`src/rtl/lpm_pkg.sv`:
```
package lpm_pkg;
  typedef enum logic [1:0] {
    LPM_RUN    = 2'd0,
    LPM_IDLE   = 2'd1,
    LPM_PDOWN  = 2'd2,
    LPM_RSTWIN = 2'd3
  } lpm_mode_e;
endpackage

```
`src/rtl/lpm_mc_timer.sv`:
```
module lpm_mc_timer #(
  parameter int CLKS_PER_MC = 12
) (
  input  logic clk,
  input  logic rst_n,
  input  logic run_i,
  input  logic sync_clr_i,
  output logic tick_o
);
  localparam int CW = (CLKS_PER_MC > 1) ? $clog2(CLKS_PER_MC) : 1;
  localparam logic [CW-1:0] LAST = CW'(CLKS_PER_MC - 1);

  logic [CW-1:0] cnt_q, cnt_d;

  always_comb begin
    cnt_d = cnt_q;
    if (sync_clr_i)       cnt_d = '0;
    else if (run_i) begin
      if (cnt_q == LAST)  cnt_d = '0;
      else                cnt_d = cnt_q + CW'(1);
    end
  end

  always_ff @(posedge clk or negedge rst_n) begin
    if (!rst_n) cnt_q <= '0;
    else        cnt_q <= cnt_d;
  end

  assign tick_o = run_i && (cnt_q == LAST) && !sync_clr_i;


  mc_cnt_range_chk: assert property (@(posedge clk) disable iff (!rst_n)
    cnt_q <= LAST);


  mc_freeze_chk: assert property (@(posedge clk) disable iff (!rst_n)
    (!run_i && !sync_clr_i) |=> $stable(cnt_q));
endmodule

```
`src/rtl/lpm_rst_qual.sv`:
```
module lpm_rst_qual #(
  parameter int QUAL_CLKS = 24
) (
  input  logic clk,
  input  logic rst_n,
  input  logic run_i,
  input  logic pin_i,
  output logic qual_o
);
  localparam int CW = $clog2(QUAL_CLKS + 1);
  localparam logic [CW-1:0] LIMIT = CW'(QUAL_CLKS - 1);

  logic [CW-1:0] cnt_q, cnt_d;
  logic          qual_q, qual_d;

  always_comb begin
    cnt_d  = cnt_q;
    qual_d = qual_q;
    if (!pin_i) begin
      cnt_d  = '0;
      qual_d = 1'b0;
    end else if (run_i) begin
      if (cnt_q == LIMIT) qual_d = 1'b1;
      else                cnt_d  = cnt_q + CW'(1);
    end
  end

  always_ff @(posedge clk or negedge rst_n) begin
    if (!rst_n) begin
      cnt_q  <= '0;
      qual_q <= 1'b0;
    end else begin
      cnt_q  <= cnt_d;
      qual_q <= qual_d;
    end
  end

  assign qual_o = qual_q;


  rst_drop_chk: assert property (@(posedge clk) disable iff (!rst_n)
    !pin_i |=> !qual_o);


  rst_rise_chk: assert property (@(posedge clk) disable iff (!rst_n)
    $rose(qual_o) |-> $past(pin_i));
endmodule

```
`src/rtl/lpm_mode_fsm.sv`:
```
module lpm_mode_fsm
  import lpm_pkg::*;
(
  input  logic      clk,
  input  logic      rst_n,
  input  logic      idle_req_i,
  input  logic      pdown_req_i,
  input  logic      wake_i,
  input  logic      mc_tick_i,
  input  logic      rst_pin_i,
  input  logic      core_rst_i,
  output lpm_mode_e mode_o
);
  lpm_mode_e state_q, state_d;
  logic      wake_q, wake_d;

  always_comb begin
    state_d = state_q;
    wake_d  = wake_q;
    if (core_rst_i) begin
      state_d = LPM_RUN;
      wake_d  = 1'b0;
    end else begin
      unique case (state_q)
        LPM_RUN: begin
          wake_d = 1'b0;
          if (pdown_req_i)     state_d = LPM_PDOWN;
          else if (idle_req_i) state_d = LPM_IDLE;
        end
        LPM_IDLE: begin
          if (rst_pin_i) begin
            state_d = LPM_RSTWIN;
            wake_d  = 1'b0;
          end else if ((wake_q || wake_i) && mc_tick_i) begin
            state_d = LPM_RUN;
            wake_d  = 1'b0;
          end else if (wake_i) begin
            wake_d  = 1'b1;
          end
        end
        LPM_PDOWN: begin
          state_d = LPM_PDOWN;
        end
        LPM_RSTWIN: begin
          if (!rst_pin_i) state_d = LPM_RUN;
        end
        default: state_d = LPM_RUN;
      endcase
    end
  end

  always_ff @(posedge clk or negedge rst_n) begin
    if (!rst_n) begin
      state_q <= LPM_RUN;
      wake_q  <= 1'b0;
    end else begin
      state_q <= state_d;
      wake_q  <= wake_d;
    end
  end

  assign mode_o = state_q;


  pdown_hold_chk: assert property (@(posedge clk) disable iff (!rst_n)
    (state_q == LPM_PDOWN && !core_rst_i) |=> state_q == LPM_PDOWN);


  idle_wake_align_chk: assert property (@(posedge clk) disable iff (!rst_n)
    (state_q == LPM_IDLE && !rst_pin_i && !core_rst_i && !mc_tick_i) |=> state_q == LPM_IDLE);


  pdown_prio_chk: assert property (@(posedge clk) disable iff (!rst_n)
    (state_q == LPM_RUN && !core_rst_i && pdown_req_i) |=> state_q == LPM_PDOWN);


  rstwin_entry_chk: assert property (@(posedge clk) disable iff (!rst_n)
    (state_q == LPM_IDLE && rst_pin_i && !core_rst_i) |=> state_q == LPM_RSTWIN);


  req_ignore_chk: assert property (@(posedge clk) disable iff (!rst_n)
    (state_q == LPM_PDOWN && !core_rst_i) |=> state_q != LPM_IDLE);
endmodule

```
`src/rtl/lpm_pin_ctrl.sv`:
```
module lpm_pin_ctrl
  import lpm_pkg::*;
(
  input  logic      clk,
  input  logic      rst_n,
  input  lpm_mode_e mode_i,
  input  logic      ext_fetch_i,
  input  logic      rst_pin_i,
  output logic      cpu_clk_en_o,
  output logic      per_clk_en_o,
  output logic      osc_en_o,
  output logic      ram_wr_block_o,
  output logic      pin_force_o,
  output logic      ale_lvl_o,
  output logic      psen_lvl_o,
  output logic      p0_float_o
);
  logic sleeping;

  always_comb begin
    cpu_clk_en_o   = 1'b1;
    per_clk_en_o   = 1'b1;
    osc_en_o       = 1'b1;
    ram_wr_block_o = 1'b0;
    pin_force_o    = 1'b0;
    ale_lvl_o      = 1'b0;
    psen_lvl_o     = 1'b0;
    sleeping       = 1'b0;
    unique case (mode_i)
      LPM_IDLE: begin
        cpu_clk_en_o = 1'b0;
        pin_force_o  = 1'b1;
        ale_lvl_o    = 1'b1;
        psen_lvl_o   = 1'b1;
        sleeping     = 1'b1;
      end
      LPM_PDOWN: begin
        cpu_clk_en_o = 1'b0;
        per_clk_en_o = 1'b0;
        osc_en_o     = rst_pin_i;
        pin_force_o  = 1'b1;
        sleeping     = 1'b1;
      end
      LPM_RSTWIN: begin
        ram_wr_block_o = 1'b1;
      end
      default: ;
    endcase
  end

  assign p0_float_o = sleeping && ext_fetch_i;


  p0_float_chk: assert property (@(posedge clk) disable iff (!rst_n)
    p0_float_o |-> (ext_fetch_i && pin_force_o));


  strobe_agree_chk: assert property (@(posedge clk) disable iff (!rst_n)
    pin_force_o |-> (ale_lvl_o == psen_lvl_o));
endmodule

```
`src/rtl/lpm_ctrl.sv`:
```
module lpm_ctrl #(
  parameter int CLKS_PER_MC = 12,
  parameter int RST_MCS     = 2,
  parameter int NIRQ        = 6
) (
  input  logic            clk,
  input  logic            rst_n,
  input  logic            rst_pin_i,
  input  logic            idle_req_i,
  input  logic            pdown_req_i,
  input  logic [NIRQ-1:0] irq_pend_i,
  input  logic [NIRQ-1:0] irq_en_i,
  input  logic            ext_fetch_i,
  output logic            cpu_clk_en_o,
  output logic            per_clk_en_o,
  output logic            osc_en_o,
  output logic            core_rst_o,
  output logic            ram_wr_block_o,
  output logic            pin_force_o,
  output logic            ale_lvl_o,
  output logic            psen_lvl_o,
  output logic            p0_float_o,
  output logic [1:0]      mode_o
);
  import lpm_pkg::*;

  localparam int QUAL_CLKS = RST_MCS * CLKS_PER_MC;

  logic      mc_tick;
  logic      wake_any;
  logic      core_rst;
  lpm_mode_e mode;

  assign wake_any = |(irq_pend_i & irq_en_i);

  lpm_mc_timer #(.CLKS_PER_MC(CLKS_PER_MC)) u_mc (
    .clk        (clk),
    .rst_n      (rst_n),
    .run_i      (osc_en_o),
    .sync_clr_i (core_rst),
    .tick_o     (mc_tick)
  );

  lpm_rst_qual #(.QUAL_CLKS(QUAL_CLKS)) u_rq (
    .clk    (clk),
    .rst_n  (rst_n),
    .run_i  (osc_en_o),
    .pin_i  (rst_pin_i),
    .qual_o (core_rst)
  );

  lpm_mode_fsm u_fsm (
    .clk         (clk),
    .rst_n       (rst_n),
    .idle_req_i  (idle_req_i),
    .pdown_req_i (pdown_req_i),
    .wake_i      (wake_any),
    .mc_tick_i   (mc_tick),
    .rst_pin_i   (rst_pin_i),
    .core_rst_i  (core_rst),
    .mode_o      (mode)
  );

  lpm_pin_ctrl u_pin (
    .clk            (clk),
    .rst_n          (rst_n),
    .mode_i         (mode),
    .ext_fetch_i    (ext_fetch_i),
    .rst_pin_i      (rst_pin_i),
    .cpu_clk_en_o   (cpu_clk_en_o),
    .per_clk_en_o   (per_clk_en_o),
    .osc_en_o       (osc_en_o),
    .ram_wr_block_o (ram_wr_block_o),
    .pin_force_o    (pin_force_o),
    .ale_lvl_o      (ale_lvl_o),
    .psen_lvl_o     (psen_lvl_o),
    .p0_float_o     (p0_float_o)
  );

  assign core_rst_o = core_rst;
  assign mode_o     = mode;
endmodule

```
`config.mk`:
```
export PLATFORM = sky130hd
export DESIGN_NAME = lpm_ctrl
export DESIGN_NICKNAME = d
export VERILOG_FILES = /design/src/rtl/lpm_pkg.sv /design/src/rtl/lpm_mc_timer.sv /design/src/rtl/lpm_rst_qual.sv /design/src/rtl/lpm_mode_fsm.sv /design/src/rtl/lpm_pin_ctrl.sv /design/src/rtl/lpm_ctrl.sv
export SDC_FILE = /design/constraint.sdc
export NUM_CORES = 1
export LEC_CHECK = 0
export BUFFER_PORTS_ARGS = -buffer_cell sky130_fd_sc_hd__buf_2
export CAP_MARGIN = 20
export CORE_MARGIN = 1.5
export CORE_UTILIZATION = 43
export DETAILED_ROUTE_END_ITERATION = 7
export PLACE_DENSITY_LB_ADDON = 0.2
export SETUP_SLACK_MARGIN = 0.3
export SLEW_MARGIN = 0
export SYNTH_ARGS = -nofsm -noshare
export SYNTH_HDL_FRONTEND = slang
export SYNTH_SLANG_ARGS = --single-unit
```
`constraint.sdc`:
```
create_clock -name clk -period 1.6 [get_ports clk]
set_input_delay 0.32 -clock clk [delete_from_list [all_inputs] [get_ports clk]]
set_output_delay 0.32 -clock clk [all_outputs]
set_load 0.1 [all_outputs]
```
==> results of run 1 <==
## state kept, by name, indices dropped and copies added, names as in the netlist
name and count:
u_mc.cnt_q 4, u_rq.cnt_q 5, u_fsm.wake_q 1, u_rq.qual_o 1, u_fsm.mode_o 2
## stage by stage
| stage | area (um^2) | std cells | total power [mW] |
|---|---|---|---|
| after global placement | 1210 | 145 | 2.68 |
| after floorplan | 852 | 82 | 2.01 |
| after detailed placement | 1210 | 145 | 2.72 |
| final | 1520 | 162 | 3.45 |
| after CTS | 1420 | 156 | 3.25 |
| after global routing | 1520 | 162 | 3.59 |
## layout make-up
type                            count  share of cell area (%)
Clock buffer                        4                    1.73
Inverter                            7                    2.97
Multi-Input combinational cell     60                    35.4
Sequential cell                    13                    21.9
Tap cell                           25                    2.06
Timing Repair Buffer               53                    35.9
## placed cells by master (no fill, tap or decap), types with 2 or more instances in the layout
cell type	n
nand3_1	3
nand2_1	4
buf_6	11
xnor2_1	2
mux2_4	2
a21oi_1	3
ha_4	4
clkbuf_4	3
dfrtp_1	11
and2_1	3
buf_2	17
dfrtp_4	2
o21ai_1	2
a21oi_2	2
a31oi_1	2
buf_4	12
inv_4	3
inv_1	2
buf_12	11
nor2_1	7
## worst max-delay path, delay by kind of cell (launching register included)
| family | cells | cell delay, ns |
|---|---|---|
| adders and majority gates | 1 | 0.14 |
| buffers and inverters | 1 | 0.09 |
| DFF | 1 | 0.51 |
| muxes | 1 | 0.30 |
| and+or+nand+nor | 3 | 0.76 |
## layer usage
| layer | vias up | routed length (um) | track usage, % |
|---|---|---|---|
| met2 | 24 | 1300 | 43.6 |
| met3 | 6 | 125 | 8.73 |
| met5 | - | 0 | 0 |
| met1 | 395 | 877 | 22.2 |
| met4 | 0 | 53 | 8.57 |
| li1 | 396 | - | - |
## synthesized netlist by cell type, drive strengths merged, types with 2 or more instances
| library cell | n |
|---|---|
| dfrtp | 13 |
| buf | 2 |
| o21ai | 3 |
| ha | 6 |
| nand2 | 5 |
| nor3 | 2 |
| or3b | 2 |
| nand3 | 3 |
| a21oi | 5 |
| mux2 | 2 |
| and2 | 4 |
| inv | 7 |
| nor2 | 7 |
| nor2b | 2 |
| xnor2 | 3 |
| a31oi | 2 |
## power groups by stage
| stage | Clock (mW) | Sequential [mW] | Combinational, mW |
|---|---|---|---|
| after global routing | 0.226 | 0.553 | 2.81 |
| after global placement | 0 | 0.517 | 2.16 |
| after CTS | 0.210 | 0.530 | 2.51 |
| after detailed placement | 0 | 0.525 | 2.19 |
| final | 0.205 | 0.543 | 2.70 |
| after floorplan | 0 | 0.679 | 1.33 |
## timing repair
action	in CTS	in global routing
hold endpoints to repair	13	0
gates resized for setup	33	14
setup buffers	6	6
endpoints found under the setup margin	19	21
hold buffers	1	0
pin swaps	5	8
## kinds of logic (layout without fill, tap and decap cells)
group | Yosys count | after routing | synth area share (%)
AND/OR/NAND/NOR | 30 | 30 | 21.5
AO/OA/AOI/OAI | 17 | 17 | 14.0
flip-flops | 13 | 13 | 40.9
buffers and inverters | 9 | 64 | 5.66
adder cells (fa/ha/maj) | 6 | 6 | 9.43
XOR/XNOR | 4 | 4 | 4.40
multiplexers | 3 | 3 | 4.09
## final timing paths
check                             endpoint  cells past startpoint  slack [ns]            start
max                        u_fsm.mode_o[1]                      6       -0.31  u_fsm.mode_o[1]
min                           u_fsm.wake_q                      4        0.42    irq_pend_i[4]
max reg2reg                u_fsm.mode_o[1]                      6       -0.31  u_fsm.mode_o[1]
min reg2reg                  u_rq.cnt_q[2]                      1        0.55    u_rq.cnt_q[2]
max in group asynchronous  u_fsm.mode_o[0]                      2        0.88            rst_n
min in group asynchronous    u_rq.cnt_q[2]                      2        0.45            rst_n
==> flow_metrics.py, run 1 <==
metrics = {
    "status": {
        "violations": "negative setup slack",
        "status": "finished, violations left",
    },
    "logic_synthesis": {
        "synth_cells": 82,
        "synth.top_cell.area_share_pct": 40.9,
        "async_flop_share_pct": 100,
        "syn-num-nets": 106,
        "ys_seq_area_share_pct": 40.9,
        "yosysWarningCount": 0,
        "synthTopCellsByArea": "dfrtp_1 41%, ha_1 9.4%, nor2_1 3.3%",
        "syn-cell-area_um2": 796,
        "synth_edf_count": 0,
        "synth_cell_types": 35,
        "synth_top_flop_cell": "dfrtp_1",
        "synth_area_leader_cell": "dfrtp_1",
        "synth_seq_cells": 13,
        "syn_area_per_cell_um2": 9.70,
    },
    "cells_and_area": {
        "drive_above_1_share_pct": 59.1,
        "multi_input_area_um2": 538,
        "utilization_pct": 87.9,
        "antenna_cells": 0,
        "final_nets": 162,
        "nFillCells": 93,
        "ff_latch_area_um2": 333,
        "areaGrowthSynthToFinish_pct": 90.7,
    },
    "floorplan": {
        "initial_utilization_pct": 46.1,
        "rows": 15,
        "chipHeight_um": 46.0,
        "pin_count": 29,
        "dieArea_um2": 2120,
        "die_w_um": 46.0,
        "core_um2": 1730,
    },
    "worst_hold_path": {
        "hold_class": "in -> reg",
    },
    "timing": {
        "slew_headroom_pct": 77.5,
        "rsz0062_at_grt": "yes",
        "worst_slew_pin_slew_ns": 0.338,
        "hold_viol": 0,
        "clock_skew_ns": 0.00490,
        "fin_tns_setup_ns": -2.13,
        "fin_ws_ns": -0.315,
        "min_period_over_period_pct": 120,
        "setup_viol": 11,
        "fin_crit_ns": 1.91,
        "slew_viol_final": 0,
        "whs_ns": 0.420,
        "clock.fmax_mhz": 522,
    },
    "drt": {
        "viasPerCell": 5.07,
        "first_iter_violations": 11,
        "routed_wl_um": 2360,
        "drtAntennaViolNets": 0,
        "wl_per_cell_um": 14.5,
        "firstDrtPassIters": 4,
        "via_count": 821,
        "drc": 0,
    },
    "power": {
        "p_int_mw": 1.71,
        "powerDensity_nw_per_um2": 2270,
        "leakage_nw": 0.709,
        "swShare_pct": 50.4,
        "p_switching_mw": 1.74,
        "p_clk_share_pct": 5.9,
        "ir_drop_v": 0.00219,
        "seqPwrFrac_pct": 15.7,
        "pwr-share-comb_pct": 78.3,
    },
    "setup_path": {
        "max_stage_delay_ns": 0.51,
        "critPathCaptureType": "register",
        "cp_max_fo": 3,
        "cp.required_ns": 1.76,
        "arrival_ns": 2.08,
        "slowest_stage": "dfrtp_4",
        "crit_chain": "inv_4, ha_4, or3b_4, and4b_2, nor3_4, mux2_4",
        "startpoint_type": "register",
        "crit_type": "reg -> reg",
    },
    "global_route": {
        "grt_pass1_wl_um": 3360,
        "antenna_found_initial": 0,
        "grt_max_degree": 14,
        "grt.total_usage_pct": 23.1,
        "overflow": 0,
        "grt_pass1_vias": 812,
    },
    "placed_design": {
        "port_buffers": 28,
        "dp_hpwl_um": 1460,
        "gp_congestion": 0.779,
        "place_worst_setup_slack_ns": -0.286,
    },
    "clock_network": {
        "htreeDepth": 1,
        "path_clk_slew_ns": 0.08,
        "tritoncts": "done",
        "clock_sinks": 13,
        "worstSkewPairLatency_ns": 0.28,
        "cts_root_buf": "clkbuf_4",
        "cts_buffer_depth": 2,
        "cts_buffers": 3,
    },
    "flow_run": {
        "maxCapViolCount": 0,
    },
}
No activity file was read; power rests on OpenSTA's default activity.
==> run 2: changes to the inputs <==
--- a/config.mk
+++ b/config.mk
@@ -10,9 +10,10 @@
 export CORE_MARGIN = 1.5
 export CORE_UTILIZATION = 43
 export DETAILED_ROUTE_END_ITERATION = 7
-export PLACE_DENSITY_LB_ADDON = 0.2
+export PLACE_DENSITY = 0.85
 export SETUP_SLACK_MARGIN = 0.3
 export SLEW_MARGIN = 0
 export SYNTH_ARGS = -nofsm -noshare
 export SYNTH_HDL_FRONTEND = slang
 export SYNTH_SLANG_ARGS = --single-unit
+export TNS_END_PERCENT = 50
==> flow_metrics.py, run 2 (synthesized netlist as in run 1, its figures left out) <==
metrics = {
    "power": {
        "p_switching_mw": 1.71,
        "p_clk_share_pct": 6.8,
        "p_int_mw": 1.56,
        "powerDensity_nw_per_um2": 2300,
        "finalPower_mw": 3.28,
        "pwr-share-comb_pct": 77.2,
        "seqPwrFrac_pct": 16.1,
        "ir_drop_v": 0.00257,
        "leakage_nw": 0.650,
        "swShare_pct": 52.3,
    },
    "clock_network": {
        "cts_buffer_depth": 2,
        "path_clk_slew_ns": 0.09,
        "tritoncts": "done",
        "htreeDepth": 1,
        "clock_sinks": 13,
        "cts_root_buf": "clkbuf_4",
        "cts_buffers": 3,
        "worstSkewPairLatency_ns": 0.28,
    },
    "worst_hold_path": {
        "hold_class": "in -> reg",
        "hp-start": "rst_pin_i",
    },
    "setup_path": {
        "cp.required_ns": 1.78,
        "critPathCaptureType": "register",
        "crit_start": "u_fsm.mode_o[1]",
        "startpoint_type": "register",
        "cp_max_fo": 2,
        "r2r-start": "u_fsm.mode_o[1]",
        "arrival_ns": 2.10,
        "crit_type": "reg -> reg",
    },
    "timing": {
        "whs_ns": 0.416,
        "setup_viol": 9,
        "slew_viol_final": 0,
        "worst_slew_pin_slew_ns": 0.486,
        "clock.fmax_mhz": 519,
        "fin_tns_setup_ns": -1.85,
        "fin_crit_ns": 1.93,
        "min_period_over_period_pct": 120,
        "hold_viol": 0,
        "slew_headroom_pct": 67.6,
        "fin_ws_ns": -0.327,
        "clock_skew_ns": 0.000986,
        "rsz0062_at_grt": "yes",
    },
    "cells_and_area": {
        "largest_register": "u_rq.cnt_q",
        "utilization_pct": 82.4,
        "most-common-layout-cells": "17 x buf_2, 11 x buf_12, 11 x dfrtp_1",
        "final_nets": 153,
        "antenna_cells": 0,
        "areaGrowthSynthToFinish_pct": 78.8,
        "drive_above_1_share_pct": 53.9,
        "largest_reg_flops": 5,
        "final_common_cell": "buf_2",
        "nFillCells": 97,
        "fin_area_um2": 1420,
    },
    "floorplan": {
        "pin_count": 29,
        "die_w_um": 46.0,
        "dieArea_um2": 2120,
        "rows": 15,
        "core_um2": 1730,
        "initial_utilization_pct": 46.1,
        "chipHeight_um": 46.0,
    },
    "drt": {
        "wl_per_cell_um": 16.8,
        "drtAntennaViolNets": 0,
        "routed_wl_um": 2570,
        "viasPerCell": 5.30,
        "via_count": 811,
        "firstDrtPassIters": 5,
        "drc": 0,
        "first_iter_violations": 12,
    },
    "global_route": {
        "antenna_found_initial": 0,
        "grt.total_usage_pct": 24.2,
        "grt_max_degree": 14,
        "overflow": 0,
        "grt_pass1_wl_um": 3530,
        "grt_pass1_vias": 831,
    },
    "placed_design": {
        "dpl-instance-area_um2": 1210,
        "port_buffers": 28,
        "gp_congestion": 0.833,
        "dp_hpwl_um": 1750,
    },
    "flow_run": {
        "maxCapViolCount": 0,
    },
    "status": {
        "violations": "negative setup slack",
        "status": "finished, violations left",
    },
}
==> run 2: cell type report <==
cell class	count	area [um^2]	area share, %
multi-input combinational	60	527	37.0
timing repair buffer	44	462	32.5
sequential	13	333	23.4
inverter	7	42.5	2.99
tap	25	31.3	2.20
clock buffer	3	22.5	1.58
clock inverter	1	5.00	0.352
==> run 2: through the flow <==
stage | instances | setup WS [ns]
5_1_grt | 153 | -0.354
6_report | 153 | -0.327
3_3_place_gp | 146 | -0.280
4_1_cts | 153 | -0.309
3_5_place_dp | 146 | -0.336
2_1_floorplan | 82 | -0.610
==> run 2: power groups by stage <==
stage	Combinational, mW	Clock [mW]	Sequential (mW)
floorplan	1.32	0	0.679
global placement	2.13	0	0.516
detailed placement	2.19	0	0.525
CTS	2.45	0.219	0.523
global route	2.62	0.240	0.536
finish	2.53	0.221	0.527
==> run 2: final timing paths <==
| path | to | slack [ns] | cells after the start |
|---|---|---|---|
| min reg2reg | u_rq.cnt_q[2] | 0.54 | 1 |
| max | u_fsm.mode_o[1] | -0.33 | 6 |
| max reg2reg | u_fsm.mode_o[1] | -0.33 | 6 |
| max in group asynchronous | u_fsm.mode_o[0] | 0.88 | 2 |
| min in group asynchronous | u_mc.cnt_q[1] | 0.46 | 2 |
| min | u_rq.cnt_q[4] | 0.42 | 3 |
==> run 2: timing repair <==
action	CTS	global route
hold buffers	1	0
endpoints found under the hold margin	13	0
setup endpoints to repair	19	20
pin swaps	5	10
setup buffers	2	0
gates resized for setup	32	8
==> run 2: critical path, cell delays in order, from the launching register on <==
cell and delay (ns):
dfrtp_4 0.51, inv_4 0.08, ha_4 0.12, or3b_1 0.39
and4b_2 0.35, nor3_4 0.06, mux2_4 0.31
==> run 2: metal layers <==
layer | GRT usage, % | vias up | part of all wire [%]
li1 | - | 379 | -
met5 | 0 | - | 0
met3 | 2.38 | 6 | 2.0
met2 | 45.6 | 22 | 61
met1 | 24.1 | 404 | 34
met4 | 16.6 | 0 | 2.5
==> run 3: changes to the inputs <==
--- a/config.mk
+++ b/config.mk
@@ -8,9 +8,9 @@
 export BUFFER_PORTS_ARGS = -buffer_cell sky130_fd_sc_hd__buf_2
 export CAP_MARGIN = 20
 export CORE_MARGIN = 1.5
-export CORE_UTILIZATION = 43
+export CORE_UTILIZATION = 47
 export DETAILED_ROUTE_END_ITERATION = 7
-export PLACE_DENSITY = 0.85
+export PLACE_DENSITY = 0.87
 export SETUP_SLACK_MARGIN = 0.3
 export SLEW_MARGIN = 0
 export SYNTH_ARGS = -nofsm -noshare
==> constraint.sdc (replaced) <==
create_clock -name clk -period 2.17 [get_ports clk]
set_input_delay 0.434 -clock clk [delete_from_list [all_inputs] [get_ports clk]]
set_output_delay 0.434 -clock clk [all_outputs]
set_load 0.1 [all_outputs]
==> flow_metrics.py, run 3 (synthesized netlist as in run 1, its figures left out) <==
metrics = {
    "status": {
        "status": "finished clean",
    },
    "floorplan": {
        "pin_count": 29,
        "die_w_um": 44.1,
        "dieArea_um2": 1950,
        "rows": 14,
        "core_um2": 1540,
        "chipHeight_um": 44.1,
        "initial_utilization_pct": 51.6,
    },
    "timing": {
        "setup_viol": 0,
        "worst_slew_pin_slew_ns": 0.491,
        "slew_headroom_pct": 67.5,
        "clock.fmax_mhz": 518,
        "fin_tns_setup_ns": 0,
        "whs_ns": 0.0271,
        "slew_viol_final": 0,
        "fin_crit_ns": 1.93,
        "clock_skew_ns": 0.00158,
        "rsz0062_at_grt": "yes",
        "hold_viol": 0,
        "min_period_over_period_pct": 89.0,
    },
    "worst_hold_path": {
        "hold_class": "in -> async",
    },
    "cells_and_area": {
        "final_common_cell": "buf_2",
        "most-common-layout-cells": "23 x buf_2, 11 x dfrtp_1, 7 x nor2_1",
        "antenna_cells": 0,
        "areaGrowthSynthToFinish_pct": 41.0,
        "largest_reg_flops": 5,
        "final_nets": 142,
        "largest_register": "u_rq.cnt_q",
        "drive_above_1_share_pct": 47.0,
    },
    "global_route": {
        "grt.total_usage_pct": 20.8,
        "grt_pass1_wl_um": 2980,
        "grt_most_used_layer": "met2",
        "grt_pass1_vias": 729,
        "grtUsageMet1_pct": 21.6,
        "gr-usage-met3_pct": 7.35,
        "use_met2_pct": 37.9,
        "grt_max_degree": 14,
        "overflow": 0,
        "antenna_found_initial": 0,
    },
    "drt": {
        "viasPerCell": 5.56,
        "routed_wl_um": 1980,
        "wl_per_cell_um": 14.9,
        "drc": 0,
        "via_count": 739,
        "firstDrtPassIters": 6,
        "drtAntennaViolNets": 0,
        "first_iter_violations": 10,
    },
    "flow_run": {
        "maxCapViolCount": 0,
    },
    "setup_path": {
        "slowest_stage": "dfrtp_4",
        "max_stage_delay_ns": 0.50,
        "cp_max_fo": 5,
        "crit_chain": "buf_6, ha_4, or3b_4, and4b_1, nor3_4, mux2_4",
        "arrival_ns": 2.10,
        "crit_type": "reg -> reg",
        "cp.required_ns": 2.33,
        "critPathCaptureType": "register",
        "startpoint_type": "register",
    },
    "clock_network": {
        "cts_hold_buf": 0,
        "htreeDepth": 1,
        "cts_root_buf": "clkbuf_4",
        "path_clk_slew_ns": 0.07,
        "worstSkewPairLatency_ns": 0.28,
        "cts_buffer_depth": 2,
        "clock_sinks": 13,
        "cts_buffers": 3,
        "tritoncts": "done",
    },
    "placed_design": {
        "port_buffers": 28,
        "dp_hpwl_um": 1370,
        "gp_congestion": 0.894,
    },
}
## run 3: area by class of cell
class                      instances  area, um^2
clock buffer                       4        26.3
fill                             104         419
inverter                           7        37.5
multi-input combinational         60         500
sequential                        13         333
tap                               16        20.0
timing repair buffer              33         205
## run 3: final timing paths
check                      cells past startpoint         endpoint             from  slack, ns
setup / recovery                               6  u_fsm.mode_o[0]  u_fsm.mode_o[0]       0.24
hold / removal                                 1    u_rq.cnt_q[2]            rst_n       0.03
setup reg to reg                               6  u_fsm.mode_o[0]  u_fsm.mode_o[0]       0.24
hold reg to reg                                1    u_rq.cnt_q[2]    u_rq.cnt_q[2]       0.53
max in group asynchronous                      1  u_fsm.mode_o[1]            rst_n       1.89
min in group clk                               3    u_rq.cnt_q[2]        rst_pin_i       0.49
## run 3: repair_timing
| item | in CTS | in global routing |
|---|---|---|
| buffers inserted | 3 | 2 |
| pin swaps | 1 | 1 |
| setup endpoints to repair | 9 | 9 |
| resized for setup | 10 | 9 |
## run 3: worst max-delay path, delay by kind of cell, from the launching register on
| family | cells | cell delay, ns |
|---|---|---|
| adder cells (fa/ha/maj) | 1 | 0.16 |
| buffers and inverters | 1 | 0.13 |
| flip-flops | 1 | 0.50 |
| AND/OR/NAND/NOR | 3 | 0.70 |
| multiplexers | 1 | 0.32 |
## run 3: routing by layer
layer / up-vias / part of all wire, %
met1: 361 / 39
met4: 0 / 0.51
li1: 355 / -
met2: 21 / 55
met3: 2 / 5.3
met5: - / 0
## run 3: through the flow
stage | std cells | instance area (um^2) | util, % | worst slack [ns]
floorplan | 82 | 845 | - | -0.0396
global placement | 124 | 986 | 64.0 | 0.202
detailed placement | 124 | 986 | 64.0 | 0.115
CTS | 131 | 1060 | 69.0 | 0.239
global route | 133 | 1120 | 72.8 | 0.204
finish | 133 | 1120 | 72.8 | 0.239
Power of run 3 is left out: the tool's default activity adds up to more than one toggle a clock period on the data nets, which glitch-free logic cannot reach.
